$ cat src/rtl/nand_seq.sv
module nand_seq #(
  parameter int MAX_BYTES = 2304,
  parameter int ID_BYTES  = 5,
  parameter int RB_GUARD  = 4,
  parameter int TW        = 4,
  localparam int LW = $clog2(MAX_BYTES + 1),
  localparam int GW = $clog2(RB_GUARD + 2),
  localparam int CW = (GW > TW) ? GW : TW
) (
  input  logic          clk,
  input  logic          rst_n,
  input  logic          start,
  input  logic [14:0]   op_code,
  input  logic [7:0]    op_cmd_a,
  input  logic [7:0]    op_cmd_b,
  input  logic [7:0]    op_cmd_c,
  input  logic [15:0]   op_col,
  input  logic [23:0]   op_row,
  input  logic [LW-1:0] op_len,
  input  logic          wide_bus,
  input  logic [TW-1:0] t_lo,
  input  logic [TW-1:0] t_hi,
  input  logic          done_clr,
  output logic          busy,
  output logic          done,
  output logic [LW-3:0] buf_addr,
  input  logic [31:0]   buf_rdata,
  output logic [31:0]   buf_wdata,
  output logic [3:0]    buf_be,
  output logic          buf_we,
  output logic          nf_cle,
  output logic          nf_ale,
  output logic          nf_we_n,
  output logic          nf_re_n,
  output logic [15:0]   nf_dq_out,
  output logic          nf_dq_oe,
  input  logic [15:0]   nf_dq_in,
  input  logic          nf_rb
);

  typedef enum logic [2:0] {S_IDLE, S_SCAN, S_SETUP, S_LO, S_HI, S_WAIT} st_t;

  st_t          st;
  logic [3:0]   ph;
  logic [LW-1:0] cnt, len_q, need, step;
  logic [CW-1:0] tcnt;
  logic [14:0]  code_q;
  logic [7:0]   ca_q, cb_q, cc_q, abyte;
  logic [15:0]  col_q;
  logic [23:0]  row_q;
  logic         wide_q;
  logic [TW-1:0] lo_q, hi_q;

  wire is_cmd  = (ph == 4'd14) || (ph == 4'd7) || (ph == 4'd4);
  wire is_addr = (ph >= 4'd9) && (ph <= 4'd13);
  wire is_wr   = (ph == 4'd8);
  wire is_in   = (ph == 4'd5) || (ph == 4'd3) || (ph == 4'd2);
  wire is_out  = is_cmd || is_addr || is_wr;
  wire dbl     = wide_q && (is_wr || ph == 4'd5);
  wire active  = (st == S_SETUP) || (st == S_LO) || (st == S_HI);
  wire [1:0] lane = cnt[1:0];
  wire [31:0] rsh = buf_rdata << {lane, 3'b000};
  wire last_lo = (st == S_LO) && (tcnt == CW'(lo_q));
  wire [LW:0] nxt = {1'b0, cnt} + {1'b0, step};

  assign step = dbl ? LW'(2) : LW'(1);

  always_comb begin
    case (ph)
      4'd8, 4'd5: need = len_q;
      4'd2:       need = LW'(ID_BYTES);
      default:    need = LW'(1);
    endcase
    case (ph)
      4'd14:   abyte = ca_q;
      4'd7:    abyte = cb_q;
      4'd4:    abyte = cc_q;
      4'd13:   abyte = col_q[7:0];
      4'd12:   abyte = col_q[15:8];
      4'd11:   abyte = row_q[7:0];
      4'd10:   abyte = row_q[15:8];
      4'd9:    abyte = row_q[23:16];
      default: abyte = 8'h00;
    endcase
  end

  assign busy      = (st != S_IDLE);
  assign nf_cle    = active && is_cmd;
  assign nf_ale    = active && is_addr;
  assign nf_we_n   = !((st == S_LO) && is_out);
  assign nf_re_n   = !((st == S_LO) && is_in);
  assign nf_dq_oe  = active && is_out;
  assign nf_dq_out = !(active && is_out) ? 16'h0000 :
                     is_wr ? (dbl ? {rsh[23:16], rsh[31:24]} : {8'h00, rsh[31:24]}) :
                     {8'h00, abyte};
  assign buf_addr  = cnt[LW-1:2];
  assign buf_we    = last_lo && is_in;
  assign buf_be    = (dbl ? 4'b1100 : 4'b1000) >> lane;
  assign buf_wdata = (dbl ? {nf_dq_in[7:0], nf_dq_in[15:8], 16'h0000}
                          : {nf_dq_in[7:0], 24'h000000}) >> {lane, 3'b000};

  always_ff @(posedge clk or negedge rst_n) begin
    if (!rst_n) begin
      st <= S_IDLE; ph <= 4'd0; cnt <= '0; tcnt <= '0; done <= 1'b0;
      code_q <= '0; ca_q <= '0; cb_q <= '0; cc_q <= '0; col_q <= '0;
      row_q <= '0; len_q <= '0; wide_q <= 1'b0; lo_q <= '0; hi_q <= '0;
    end else begin
      if (done_clr) done <= 1'b0;
      case (st)
        S_IDLE: if (start) begin
          code_q <= op_code; ca_q <= op_cmd_a; cb_q <= op_cmd_b; cc_q <= op_cmd_c;
          col_q <= op_col; row_q <= op_row; len_q <= op_len; wide_q <= wide_bus;
          lo_q <= t_lo; hi_q <= t_hi; cnt <= '0; ph <= 4'd14;
          if (op_code[14:2] == 13'd0) done <= 1'b1;
          else st <= S_SCAN;
        end
        S_SCAN: begin
          tcnt <= '0;
          if (ph < 4'd2) begin
            st <= S_IDLE; done <= 1'b1;
          end else if (!code_q[ph] || need == '0) ph <= ph - 4'd1;
          else if (ph == 4'd6) st <= S_WAIT;
          else st <= S_SETUP;
        end
        S_SETUP: st <= S_LO;
        S_LO: begin
          if (tcnt == CW'(lo_q)) begin st <= S_HI; tcnt <= '0; end
          else tcnt <= tcnt + 1'b1;
        end
        S_HI: begin
          if (tcnt == CW'(hi_q)) begin
            tcnt <= '0;
            if (nxt >= {1'b0, need}) begin
              cnt <= '0; ph <= ph - 4'd1; st <= S_SCAN;
            end else begin
              cnt <= nxt[LW-1:0]; st <= S_LO;
            end
          end else tcnt <= tcnt + 1'b1;
        end
        S_WAIT: begin
          if (tcnt < CW'(RB_GUARD)) tcnt <= tcnt + 1'b1;
          else if (nf_rb) begin ph <= ph - 4'd1; st <= S_SCAN; end
        end
        default: st <= S_IDLE;
      endcase
    end
  end

endmodule

$ cat config.mk
export PLATFORM = sky130hd
export DESIGN_NAME = nand_seq
export DESIGN_NICKNAME = d
export VERILOG_FILES = /design/src/rtl/nand_seq.sv
export SDC_FILE = /design/constraint.sdc
export NUM_CORES = 1
export LEC_CHECK = 0
export CAP_MARGIN = 30
export CORE_MARGIN = 5
export CORE_UTILIZATION = 44
export CTS_BUF_LIST = sky130_fd_sc_hd__clkbuf_8
export CTS_CLUSTER_DIAMETER = 40
export DETAILED_ROUTE_END_ITERATION = 12
export GPL_ROUTABILITY_DRIVEN = 1
export GPL_TIMING_DRIVEN = 0
export PLACE_DENSITY = 0.91
export SYNTH_ARGS = -nofsm -noshare
export SYNTH_HDL_FRONTEND = slang
export SYNTH_SLANG_ARGS = --single-unit
$ cat constraint.sdc
create_clock -name clk -period 4.4 [get_ports clk]
set_input_delay 1.1 -clock clk [delete_from_list [all_inputs] [get_ports clk]]
set_output_delay 1.1 -clock clk [all_outputs]
set_load 0.03 [all_outputs]
==> impl_metrics.json <==
{
  "setup_viol": 0,
  "async_flop_share_pct": 100,
  "drt-initial-drc-count": 560,
  "route.detailed.drc": 0,
  "cp-end-kind": "register",
  "fin_worst_skew_ps": 25.9,
  "clock_sinks": 122,
  "finalMaxSlewViolations": 0,
  "dr.pass1.iters": 6,
  "mostFrequentLayoutCell": "clkdlybuf4s50_1",
  "total_power_w": 0.00574,
  "leakagePower_nw": 4.36,
  "p_int_w": 0.00354,
  "synth.distinct_cells": 59,
  "grt_max_degree": 65,
  "ys.flop_type": "dfrtp_1",
  "max_slew_margin_pct": 46.9,
  "ctsHtreeMaxLevel": 4,
  "first_global_vias": 7304,
  "seq_area_frac_synth_pct": 41.8,
  "powerDensity_nw_per_um2": 544,
  "cts_hold_buf": 0,
  "final_layout_size_suffix_gt1_share_pct": 21.2,
  "fin_crit_sh_pct": 97.4,
  "synth_xor_area_share_pct": 2.52,
  "synth_top_area_cell": "dfrtp_1",
  "syn_area_sq_um": 7300,
  "port_buffers": 220,
  "area_growth_pct": 44.5,
  "ys_ff_latch": 122,
  "clkLatencyLatePin_ps": 450,
  "tightest_slew_ps": 797,
  "ys_warn_count": 0,
  "vias": 7207,
  "core_sq_um": 16400,
  "postSynthNetCount": 899,
  "p_clk_share_pct": 19.9,
  "hpwl_mm": 19.4,
  "antenna_found_initial": 0,
  "synth_adder_area_share_pct": 3.74,
  "fp.dieH_um": 139,
  "ant_nets": 0,
  "cp.required_ps": 4720,
  "fill_cells": 1263,
  "hold_violations": 0,
  "grt_pass1_wl_mm": 39.7,
  "status": "finished, final reports clean",
  "cts_buffers": 17,
  "cts.clk_slew.worst_paths_ps": 80,
  "final_cell_mix": "209 x clkdlybuf4s50_1, 121 x dfrtp_1, 104 x mux2_2",
  "grt-ovfl-total": 0,
  "wirelength_mm": 26.0,
  "rows": 47,
  "synth_edf_count": 0,
  "switching_share_pct": 38.3,
  "hp-class": "reg -> reg",
  "critPathLaunchType": "register",
  "p_seq_share_pct": 34.1,
  "maxCapViolations": 0,
  "pre_cts_slack_ps": -711,
  "finalWorstSetupSlack_ps": 115,
  "synth_top_family_by_area": "multiplexers",
  "cts_tree": "built",
  "synth_top_area_share_pct": 41.8,
  "synthCells": 725,
  "synthMuxAreaShare_pct": 19.4,
  "synth_compound_area_share_pct": 14.4,
  "path_max_fanout": 5,
  "gp_congestion": 0.952,
  "viasPerCell": 5.95,
  "synth.avg_cell_area_sq_um": 10.1,
  "fmax_ghz": 0.233,
  "grtUsageTotal_pct": 25.8,
  "crit_type": "reg -> reg",
  "switchingPower_w": 0.00220,
  "wl_per_cell_um": 21.5,
  "boundaryPins": 223,
  "irDropWorstVdd_uv": 268,
  "clockBufferDepth": 2,
  "share_comb_of_total_power_pct": 46.0,
  "fp.dieW_um": 139,
  "synth_area_leaders": "dfrtp_1 42%, mux2_2 16%, ha_1 3.6%",
  "fin_crit_ps": 4290,
  "start_util_pct": 44.5,
  "dieArea_sq_um": 19300,
  "postLayoutCoreUtil_pct": 64.3,
  "yosys.area_share.simple_pct": 13.3,
  "root_buffer": "clkbuf_8",
  "antennaDiodeCount": 0,
  "nNetsFinal": 1153,
  "crit_arrival_ps": 4610
}
==> cells by family (layout without fill, tap and decap cells) <==
group	after synthesis	after routing
adder cells (fa/ha/maj)	22	22
multiplexers	126	126
flip-flops	122	122
XOR/XNOR	21	21
AO/OA/AOI/OAI	152	152
buffers and inverters	81	348
AND/OR/NAND/NOR	201	201
==> cells in the mapped netlist (14+ instances only) <==
library cell	instances
a21oi_1	41
a22o_1	21
and3_1	14
clkbuf_1	35
dfrtp_1	122
ha_1	21
inv_1	22
mux2_2	104
mux2i_1	18
nand2_1	59
nor2_1	46
nor2b_1	14
nor3_1	18
o21ai_0	21
==> sequential cells by signal, summed over array words and instances, names as in the netlist <==
register,flops
st,3
lo_q,4
code_q,13
cb_q,8
done,1
col_q,16
hi_q,4
tcnt,4
ca_q,8
row_q,24
wide_q,1
cnt,12
len_q,12
ph,4
cc_q,8
==> worst max-delay path, cell delays in order (launching register included) <==
cell and delay [ps]:
dfrtp_1 370, buf_6 110, inv_2 50, ha_4 160, and3b_2 230, a22o_4 270
buf_8 140, inv_4 60, ha_4 140, maj3_2 260, nand2_1 90, xnor2_1 290
ha_1 340, and3_1 220, a311oi_2 270, a21oi_1 150, a311o_1 400, and4b_2 290
mux2_4 320
==> final timing paths <==
check	start	cells after the start	slack, ps	endpoint
min	done$_DFF_PN0_	2	500	done$_DFF_PN0_
min reg2reg	done$_DFF_PN0_	2	500	done$_DFF_PN0_
min in group asynchronous	rst_n	1	640	ph[2]$_DFFE_PN0P_
max reg2reg	ph[0]$_DFFE_PN0P_	18	110	ph[1]$_DFFE_PN0P_
max in group asynchronous	rst_n	2	3060	row_q[5]$_DFFE_PN0P_
max	ph[0]$_DFFE_PN0P_	18	110	ph[1]$_DFFE_PN0P_
==> final cells by class <==
| type | count | area [sq um] | share of cell area [%] |
|---|---|---|---|
| multi-input combinational | 522 | 4050 | 38.4 |
| sequential | 122 | 3050 | 28.9 |
| timing repair buffer | 240 | 2370 | 22.4 |
| buffer | 54 | 278 | 2.63 |
| tap | 220 | 275 | 2.61 |
| clock buffer | 17 | 234 | 2.22 |
| clock inverter | 15 | 208 | 1.97 |
| inverter | 22 | 85.1 | 0.806 |
==> metal layers <==
layer  vias up  GRT usage, %  share of wire [%]  wire, um
li1       3144             -                  -         -
met1      3472          30.7                 38      9790
met2       487          44.5                 49     12800
met3       104          5.93                8.6      2240
met4         0          11.9                4.6      1210
met5         -             0                  0         0
==> metrics by stage <==
stage          std cells  cell area, sq um  setup TNS [ps]  hold WS [ps]
3_3_place_gp        1165              9780         -310790           477
6_report            1212             10600               0           504
2_1_floorplan        725              7300               0           471
4_1_cts             1209             10500               0           507
5_1_grt             1212             10600           -26.3           521
3_5_place_dp        1167              9810          -10620           490
==> power groups by stage <==
stage	clock network [W]	registers [W]	logic (W)
after global placement	0	0.00193	0.00236
after CTS	0.00114	0.00194	0.00255
after floorplan	0	0.00184	0.00168
final	0.00114	0.00196	0.00264
after global routing	0.00120	0.00200	0.00280
after detailed placement	0	0.00196	0.00245
==> what timing repair did <==
item	in CTS	in global routing
buffers inserted	13	5
pin swaps	9	12
setup endpoints to repair	57	27
gates resized for setup	51	9
Note: power is estimated with default switching activity, not from simulation.
